### config.mk
export PLATFORM = sky130hd
export DESIGN_NAME = hs_stage_ctrl
export DESIGN_NICKNAME = d
export VERILOG_FILES = /design/src/rtl/hs_pkg.sv /design/src/rtl/hs_celem.sv /design/src/rtl/hs_delay_unit.sv /design/src/rtl/hs_out_stage.sv /design/src/rtl/hs_proto_mon.sv /design/src/rtl/hs_stage_ctrl.sv
export SDC_FILE = /design/constraint.sdc
export NUM_CORES = 1
export LEC_CHECK = 0
export BUFFER_PORTS_ARGS = -buffer_cell sky130_fd_sc_hd__buf_2
export CAP_MARGIN = 20
export CORE_MARGIN = 4
export CORE_UTILIZATION = 45
export CTS_CLUSTER_SIZE = 40
export DETAILED_ROUTE_END_ITERATION = 7
export GPL_ROUTABILITY_DRIVEN = 0
export PLACE_DENSITY = 0.72
export SYNTH_ARGS = -nofsm -noshare
export SYNTH_HDL_FRONTEND = slang
export SYNTH_SLANG_ARGS = --single-unit
### constraint.sdc
create_clock -name clk -period 1.7 [get_ports clk]
set_input_delay 0.085 -clock clk [delete_from_list [all_inputs] [get_ports clk]]
set_output_delay 0.085 -clock clk [all_outputs]
set_load 0.01 [all_outputs]
### src/rtl/hs_pkg.sv
package hs_pkg;

    typedef enum logic {
        C_LOW  = 1'b0,
        C_HIGH = 1'b1
    } cel_state_e;

    typedef enum logic [1:0] {
        DLY_IDLE = 2'd0,
        DLY_RUN  = 2'd1,
        DLY_DONE = 2'd2
    } dly_state_e;

    typedef enum logic {
        OUT_IDLE  = 1'b0,
        OUT_OFFER = 1'b1
    } out_state_e;

    typedef enum logic {
        MON_OK  = 1'b0,
        MON_ERR = 1'b1
    } mon_state_e;

endpackage

### src/rtl/hs_celem.sv
module hs_celem
    import hs_pkg::*;
(
    input  logic clk,
    input  logic rst_n,
    input  logic in_a,
    input  logic in_b,
    output logic y,
    output logic set_evt
);

    cel_state_e state_q, state_d;

    always_ff @(posedge clk or negedge rst_n) begin
        if (!rst_n) state_q <= C_LOW;
        else        state_q <= state_d;
    end

    always_comb begin
        state_d = state_q;
        unique case (state_q)
            C_LOW:   if (in_a && in_b)   state_d = C_HIGH;
            C_HIGH:  if (!in_a && !in_b) state_d = C_LOW;
            default: state_d = C_LOW;
        endcase
    end

    always_comb begin
        y       = (state_q == C_HIGH);
        set_evt = (state_q == C_LOW) && in_a && in_b;
    end

    // agreeing inputs are copied, differing inputs hold
    p_celem_follow_r2: assert property (@(posedge clk) disable iff (!rst_n)
        (in_a == in_b) |=> (y == $past(in_a)));
    p_celem_hold_r2: assert property (@(posedge clk) disable iff (!rst_n)
        (in_a != in_b) |=> $stable(y));

endmodule

### src/rtl/hs_delay_unit.sv
module hs_delay_unit
    import hs_pkg::*;
#(
    parameter int CNT_W = 8
) (
    input  logic             clk,
    input  logic             rst_n,
    input  logic             start,
    input  logic [CNT_W-1:0] cfg,
    output logic             done
);

    localparam logic [CNT_W-1:0] ONE = CNT_W'(1);

    dly_state_e       state_q, state_d;
    logic [CNT_W-1:0] cnt_q, cnt_d;

    always_ff @(posedge clk or negedge rst_n) begin
        if (!rst_n) begin
            state_q <= DLY_IDLE;
            cnt_q   <= '0;
        end else begin
            state_q <= state_d;
            cnt_q   <= cnt_d;
        end
    end

    always_comb begin
        state_d = state_q;
        cnt_d   = cnt_q;
        unique case (state_q)
            DLY_IDLE: begin
                if (start) begin
                    if (cfg <= ONE) begin
                        state_d = DLY_DONE;
                    end else begin
                        state_d = DLY_RUN;
                        cnt_d   = cfg - ONE;
                    end
                end
            end
            DLY_RUN: begin
                if (!start)            state_d = DLY_IDLE;
                else if (cnt_q == ONE) state_d = DLY_DONE;
                else                   cnt_d   = cnt_q - ONE;
            end
            DLY_DONE: begin
                if (!start) state_d = DLY_IDLE;
            end
            default: state_d = DLY_IDLE;
        endcase
    end

    always_comb begin
        done = (state_q == DLY_DONE);
    end

    // completion only ever rises under an active start
    p_done_under_start_r6: assert property (@(posedge clk) disable iff (!rst_n)
        $rose(done) |-> start);
    // completion clears one edge after start is seen low
    p_done_clears_r9: assert property (@(posedge clk) disable iff (!rst_n)
        (done && !start) |=> !done);

endmodule

### src/rtl/hs_out_stage.sv
module hs_out_stage
    import hs_pkg::*;
#(
    parameter int DATA_W = 16
) (
    input  logic              clk,
    input  logic              rst_n,
    input  logic              start,
    input  logic              done,
    input  logic [DATA_W-1:0] fn_res,
    input  logic              dn_ack,
    output logic              dn_req,
    output logic [DATA_W-1:0] dn_data
);

    out_state_e        state_q, state_d;
    logic [DATA_W-1:0] data_q;
    logic              take;

    always_ff @(posedge clk or negedge rst_n) begin
        if (!rst_n) begin
            state_q <= OUT_IDLE;
            data_q  <= '0;
        end else begin
            state_q <= state_d;
            if (take) data_q <= fn_res;
        end
    end

    always_comb begin
        state_d = state_q;
        take    = 1'b0;
        unique case (state_q)
            OUT_IDLE: begin
                if (start && done) begin
                    state_d = OUT_OFFER;
                    take    = 1'b1;
                end
            end
            OUT_OFFER: if (!start) state_d = OUT_IDLE;
            default:   state_d = OUT_IDLE;
        endcase
    end

    always_comb begin
        dn_req  = (state_q == OUT_OFFER);
        dn_data = data_q;
    end

    // downstream request is issued only after completion
    p_req_after_done_r7: assert property (@(posedge clk) disable iff (!rst_n)
        $rose(dn_req) |-> $past(done));
    // offered data holds until the receiver acknowledges
    p_data_hold_r8: assert property (@(posedge clk) disable iff (!rst_n)
        (dn_req && !dn_ack) |=> $stable(dn_data));

endmodule

### src/rtl/hs_proto_mon.sv
module hs_proto_mon
    import hs_pkg::*;
(
    input  logic clk,
    input  logic rst_n,
    input  logic up_req,
    input  logic up_ack,
    input  logic dn_req,
    input  logic dn_ack,
    output logic err
);

    mon_state_e state_q, state_d;
    logic       up_req_q, dn_ack_q;
    logic       up_drop_early, dn_ack_spurious;

    always_ff @(posedge clk or negedge rst_n) begin
        if (!rst_n) begin
            state_q  <= MON_OK;
            up_req_q <= 1'b0;
            dn_ack_q <= 1'b0;
        end else begin
            state_q  <= state_d;
            up_req_q <= up_req;
            dn_ack_q <= dn_ack;
        end
    end

    always_comb begin
        up_drop_early   = up_req_q && !up_req && !up_ack;
        dn_ack_spurious = !dn_ack_q && dn_ack && !dn_req;
        state_d = state_q;
        unique case (state_q)
            MON_OK:  if (up_drop_early || dn_ack_spurious) state_d = MON_ERR;
            MON_ERR: state_d = MON_ERR;
            default: state_d = MON_OK;
        endcase
    end

    always_comb begin
        err = (state_q == MON_ERR);
    end

    // the error flag is sticky
    p_err_sticky_r12: assert property (@(posedge clk) disable iff (!rst_n)
        err |=> err);
    // an early upstream drop is always flagged
    p_up_drop_flag_r11: assert property (@(posedge clk) disable iff (!rst_n)
        ($fell(up_req) && !up_ack) |=> err);

endmodule

### src/rtl/hs_stage_ctrl.sv
module hs_stage_ctrl
    import hs_pkg::*;
#(
    parameter int DATA_W = 16,
    parameter int CNT_W  = 8
) (
    input  logic              clk,
    input  logic              rst_n,
    input  logic [CNT_W-1:0]  delay_cfg,
    input  logic              up_req,
    output logic              up_ack,
    input  logic [DATA_W-1:0] up_data,
    output logic              latch_en,
    output logic [DATA_W-1:0] fn_arg,
    output logic              start,
    input  logic [DATA_W-1:0] fn_res,
    output logic              done,
    output logic              dn_req,
    input  logic              dn_ack,
    output logic [DATA_W-1:0] dn_data,
    output logic              proto_err
);

    logic              en_w, cap_evt, start_w, unused_set;
    logic [DATA_W-1:0] lat_q;

    hs_celem u_capture (
        .clk(clk), .rst_n(rst_n),
        .in_a(up_req), .in_b(!dn_ack),
        .y(en_w), .set_evt(cap_evt)
    );

    hs_celem u_launch (
        .clk(clk), .rst_n(rst_n),
        .in_a(en_w), .in_b(!dn_ack),
        .y(start_w), .set_evt(unused_set)
    );

    always_ff @(posedge clk or negedge rst_n) begin
        if (!rst_n)       lat_q <= '0;
        else if (cap_evt) lat_q <= up_data;
    end

    hs_delay_unit #(.CNT_W(CNT_W)) u_delay (
        .clk(clk), .rst_n(rst_n),
        .start(start_w), .cfg(delay_cfg), .done(done)
    );

    hs_out_stage #(.DATA_W(DATA_W)) u_out (
        .clk(clk), .rst_n(rst_n),
        .start(start_w), .done(done), .fn_res(fn_res),
        .dn_ack(dn_ack), .dn_req(dn_req), .dn_data(dn_data)
    );

    hs_proto_mon u_mon (
        .clk(clk), .rst_n(rst_n),
        .up_req(up_req), .up_ack(en_w),
        .dn_req(dn_req), .dn_ack(dn_ack),
        .err(proto_err)
    );

    always_comb begin
        latch_en = en_w;
        up_ack   = en_w;
        start    = start_w;
        fn_arg   = lat_q;
    end

    // a new enable edge presents the word sampled at that edge
    p_capture_r3: assert property (@(posedge clk) disable iff (!rst_n)
        $rose(latch_en) |-> (fn_arg == $past(up_data)));
    // start rises only after enable, with the receiver idle
    p_start_gate_r5: assert property (@(posedge clk) disable iff (!rst_n)
        $rose(start) |-> ($past(latch_en) && !$past(dn_ack)));
    // nothing is accepted while the receiver still acknowledges
    p_no_accept_r10: assert property (@(posedge clk) disable iff (!rst_n)
        dn_ack |=> !$rose(latch_en));
    // upstream acknowledge tracks the latch enable
    p_ack_is_en_r4: assert property (@(posedge clk) disable iff (!rst_n)
        up_ack == latch_en);

endmodule

After elaboration in Yosys (flattened, before gate mapping)
Cells that the tools add are included.

Add/subtract/negate cells: 2. $lt $le $gt $ge: 1. Eq/ne operators: 9. Multiplexer cells: 23. Bitwise logic cells: 4. Reductions and logical operators: 21.

Operators with widths (number): two-way mux 8 bit (4); case mux 8 bit (2 select lines) (1); subtractor 8 x 1 -> 8 bit, second input constant (2); logical AND 1 bit (11); two-way mux 2 bit (5); inequality test 2 bit, second input constant (5); == test 8 x 1 -> 1 bit, second input constant (1); less-or-equal comparator 8 x 1 -> 1 bit, second input constant (1); two-way mux 1 bit (8); case mux 1 bit (2 select lines) (4); case mux 2 bit (3 select lines) (1); zero test 1 bit (5); AND reduction 5 bit (1); NOT 1 bit (4); inequality test 3 x 2 -> 1 bit, second input constant (1); AND reduction 3 bit (1); == test 2 x 1 -> 1 bit, second input constant (1); == test 2 bit, second input constant (1); zero test 2 bit (1); nonzero test 2 bit (1); logical OR 1 bit (1).

Flip-flop bits (word level): 48. Word-level logic and storage cells: 70.

Logic depth before layout (Yosys ltp)
Depth in word-level cells: 6. Mapped depth: 7. Gate-level depth less buffers: 6.

By module
From an unflattened synthesis, not the netlist that was laid out.

Cell total of the unflattened synthesis: 183. Area total of the unflattened synthesis: 2352.3 um^2.

By module, submodules not included: hs_delay_unit (times used 1, cells each 99, area an instance 824.5 um^2); hs_out_stage (times used 1, cells each 36, area an instance 681.9 um^2); hs_stage_ctrl (times used 1, cells each 36, area an instance 660.6 um^2); hs_celem (times used 2, cells each 3, area an instance 46.3 um^2); hs_proto_mon (times used 1, cells each 6, area an instance 92.6 um^2).

Worst setup path after synthesis
No wires, ideal clock.

Path type: reg2reg. From: register u_delay.state_q[0]. To: register u_out.data_q[10], in the netlist u_out.dn_data[10]. Setup time: 127 ps. Arrival time: 1514 ps. Required time: 1573 ps. Setup slack: 59 ps. Cell stages (with the launch flop): 6. Buffers on the path: 2. Clock period less this slack: 1641 ps. Cells stage by stage: dfrtp_1 > nor2b_1 > and3b_1 > buf_2 > buf_6 > mux2_1.

Cells in the longest elaborated chain, start to end: 4.

Ends and longest elaborated chain: start, declared (RTL line hs_delay_unit.sv:15) `dly_state_e state_q, state_d;`; start signal, assigned (RTL line hs_delay_unit.sv:23) `state_q <= state_d;`; == test 2 bit (RTL line hs_delay_unit.sv:55) `done = (state_q == DLY_DONE);`; net done (RTL line hs_stage_ctrl.sv:17) `output logic done,`; logical AND 1 bit (RTL line hs_out_stage.sv:35) `if (start && done) begin`; two-way mux 1 bit (RTL line hs_out_stage.sv:35); two-way mux 1 bit (RTL line hs_out_stage.sv:33) `unique case (state_q)`; end signal, assigned (RTL line hs_out_stage.sv:26) `if (take) data_q <= fn_res;`; end, declared (RTL line hs_out_stage.sv:17) `logic [DATA_W-1:0] data_q;`.

The timed path passes the listed nets, and every way through them passes these cells. A chain may end at the register's enable or synchronous reset.

Final worst setup path
From: register u_delay.cnt_q[1]. To: register u_delay.cnt_q[0].

Cells in the longest elaborated chain, start to end: 3.

Ends and longest elaborated chain: start, declared (RTL line hs_delay_unit.sv:16) `logic [CNT_W-1:0] cnt_q, cnt_d;`; start signal, assigned (RTL line hs_delay_unit.sv:24) `cnt_q <= cnt_d;`; == test 8 x 1 -> 1 bit (RTL line hs_delay_unit.sv:44) `else if (cnt_q == ONE) state_d = DLY_DONE;`; inequality test 2 bit (no source line); AND reduction 5 bit (no source line).

No other way between the ends.

==> impl_metrics.tcl <==
set metrics [dict create \
    hold_viol 0 \
    drive_gt1_share_pct 46.5 \
    cts.path.max_buffers 2 \
    drt_iter0_drc 74 \
    cts_tree "done" \
    top_layer "met4" \
    clk_pin_slew_ns 0.09 \
    io_buffers 81 \
    cts.sinks 48 \
    clk_latency_ns 0.30 \
    leakagePower_nw 1.50 \
    yosys.cell_types.count 37 \
    setup.worst_path.start_class "register" \
    synth_edf_count 0 \
    synth.avg_cell_area_um2 12.2 \
    syn2layout_area_growth_pct 35.3 \
    yosysTopAreaCell "dfrtp_1" \
    hold_class "primary input to register" \
    synth-warning-count 0 \
    cap_violations 0 \
    die_w_um 77.7 \
    grt_max_degree 24 \
    cp.arrival_ns 1.79 \
    finish.instance_area_mm2 0.00296 \
    ioPinCount 82 \
    max_freq_mhz 627 \
    maxSlewHeadroom_pct 65.7 \
    dieArea_mm2 0.00604 \
    final_core_util_pct 62.7 \
    clock-root-buffer "clkbuf_8" \
    syn_nets 227 \
    start_util_pct 46.3 \
    final.setup_skew_ns 0.00675 \
    place_area_mm2 0.00275 \
    wl_per_cell_um 13.4 \
    gr-total-overflow 0 \
    critPathMaxStageDelay_ns 0.36 \
    vias 1697 \
    path_cells "inv_1, ha_1, and4b_4, a211oi_4, buf_6, a21boi_1, o21ai_1" \
    firstDrtPassIters 4 \
    dp_hpwl_um 3580 \
    antenna_cells 0 \
    coreArea_mm2 0.00472 \
    routed-wl-met2_um 2500 \
    cts_max_level 2 \
    wl_um 4710 \
    setup_viol 0 \
    yosys.area.top_type_share_pct 54.9 \
    yosysSeqAreaShare_pct 54.9 \
    synthCells 179 \
    critPathSlowestCell "dfrtp_1" \
    synthTopCellsByArea "dfrtp_1, mux2_2, mux2_1" \
    met3WireLength_um 249 \
    synthArstFlopShare_pct 100 \
    grt_pass1_vias 1676 \
    cp-end-kind "register" \
    grt_first_pass_wirelength_um 7730 \
    worst-setup-path-type "register to register" \
    wl_met1_um 1890 \
    period_needed_ns 1.59 \
    min_period_over_period_pct 93.8 \
    postRouteAntennaNets 0 \
    worstPathMaxFanout 8 \
    p_per_area_mw_per_mm2 1080 \
    rows 25 \
    syn-cell-area_mm2 0.00219 \
    tightestPinTransition_ns 0.514 \
    final_nets 331 \
    via_per_inst 4.83 \
    irDropWorstVdd_v 0.000448 \
    drc 0 \
    antenna_found_initial 0 \
    outcome "finished, final reports clean" \
    globalRouteTotalUtil_pct 15.9 \
    cts_made_buffers 5 \
    synth_flop_cell "dfrtp_1" \
    ys_ff_latch 48 \
    die_y_um 77.7 \
    slew_violations 0 \
    crit_required_ns 1.89 \
]
[registers in the layout, summed over array words and instances (netlist names)]
name,cells
u_out.dn_data,16
fn_arg,16
u_mon.dn_ack_q,1
u_launch.y,1
u_mon.err,1
u_out.dn_req,1
u_capture.y,1
u_delay.cnt_q,8
u_mon.up_req_q,1
u_delay.state_q,2
[metrics by stage]
stage	hold slack, ns	worst slack [ns]	cells	total power, mW	setup TNS, ns
final	0.00236	0.106	351	3.19	0
after global placement	0.0884	0.0901	334	2.33	0
after CTS	0.000540	0.0340	349	3.18	0
after detailed placement	0.0871	0.0373	334	2.35	0
after global routing	0.000525	-0.00170	351	3.38	-0.00170
after floorplan	-0.211	0.0586	179	1.97	0
[repair_timing]
action | in CTS | in global routing
gates resized for setup | 0 | 3
setup buffers | 0 | 1
endpoints found under the setup margin | 0 | 7
hold buffers | 7 | 1
endpoints found under the hold margin | 27 | 1
[per-layer routing]
metal | global-route usage [%] | vias up
met5 | 0 | -
li1 | - | 836
met1 | 18.4 | 805
met4 | 4.27 | 0
met2 | 29.0 | 50
met3 | 3.94 | 6
[final timing paths]
kind	depth (start not counted)	from	to	slack (ns)
hold reg to reg	1	fn_arg[13]	fn_arg[13]	0.49
setup reg to reg	7	u_delay.cnt_q[1]	u_delay.cnt_q[0]	0.11
max in group asynchronous	3	rst_n	u_out.dn_data[6]	0.80
hold / removal	2	up_data[13]	fn_arg[13]	0.002
setup / recovery	7	u_delay.cnt_q[1]	u_delay.cnt_q[0]	0.11
min in group asynchronous	2	rst_n	fn_arg[11]	0.30
[cell usage after synthesis (2+ instances only)]
| cell type | instances |
|---|---|
| dfrtp_1 | 48 |
| mux2_2 | 19 |
| mux2_1 | 13 |
| nand2_1 | 12 |
| nor2_1 | 10 |
| a21oi_1 | 7 |
| o21ai_0 | 7 |
| nor2b_1 | 6 |
| inv_1 | 5 |
| nor3_1 | 5 |
| ha_1 | 4 |
| nand3_1 | 4 |
| o21ai_1 | 4 |
| xor2_1 | 4 |
| buf_2 | 3 |
| nand2b_1 | 3 |
| a21oi_2 | 2 |
| buf_6 | 2 |
| nor4_1 | 2 |
| xnor2_1 | 2 |
[cell families after synthesis]
family | count (synthesis) | share of synthesized area, %
adders and majority gates | 4 | 2.29
and+or+nand+nor | 48 | 11.7
xor gates and xnor gates | 6 | 2.40
muxes | 32 | 16.5
buffers and inverters | 12 | 3.09
AOI/OAI and AO/OA | 29 | 9.15
DFF | 48 | 54.9
[area by class of cell]
| class | count | area [um^2] |
|---|---|---|
| Clock inverter | 3 | 42.5 |
| Fill cell | 382 | 1760 |
| Clock buffer | 5 | 68.8 |
| Tap cell | 67 | 83.8 |
| Sequential cell | 48 | 1200 |
| Inverter | 5 | 18.8 |
| Multi-Input combinational cell | 119 | 931 |
| Timing Repair Buffer | 104 | 614 |
[power breakdown]
group,leakage [nW],total (mW),internal (mW),switching (mW)
clock,0.0541,0.818,0.435,0.383
sequential,0.600,1.49,1.35,0.145
combinational,0.843,0.880,0.442,0.438
total,1.50,3.19,2.22,0.966
[placed cells by master, fill, tap and decap left out, types with 2 or more instances in the layout]
cell type      instances
nor3_1                 4
clkbuf_8               5
xor2_1                 4
mux2_2                19
o21ai_0                7
buf_4                 13
nand2b_1               3
ha_1                   4
mux2_1                13
nor2b_1                6
o21ai_1                4
a21oi_1                7
nand2_1               12
nor2_1                10
inv_1                  5
xnor2_1                2
buf_2                 81
a21oi_2                2
nor4_2                 2
nand3_1                4
dlygate4sd3_1          8
dfrtp_1               48
[worst max-delay path: cells and delay by family, from the launching register on]
| kind | cells | cell delay (ns) |
|---|---|---|
| AO/OA/AOI/OAI | 3 | 0.50 |
| adder cells (fa/ha/maj) | 1 | 0.18 |
| buffers and inverters | 2 | 0.25 |
| flip-flops | 1 | 0.36 |
| AND/OR/NAND/NOR | 1 | 0.21 |
No activity file was read; power rests on OpenSTA's default activity.
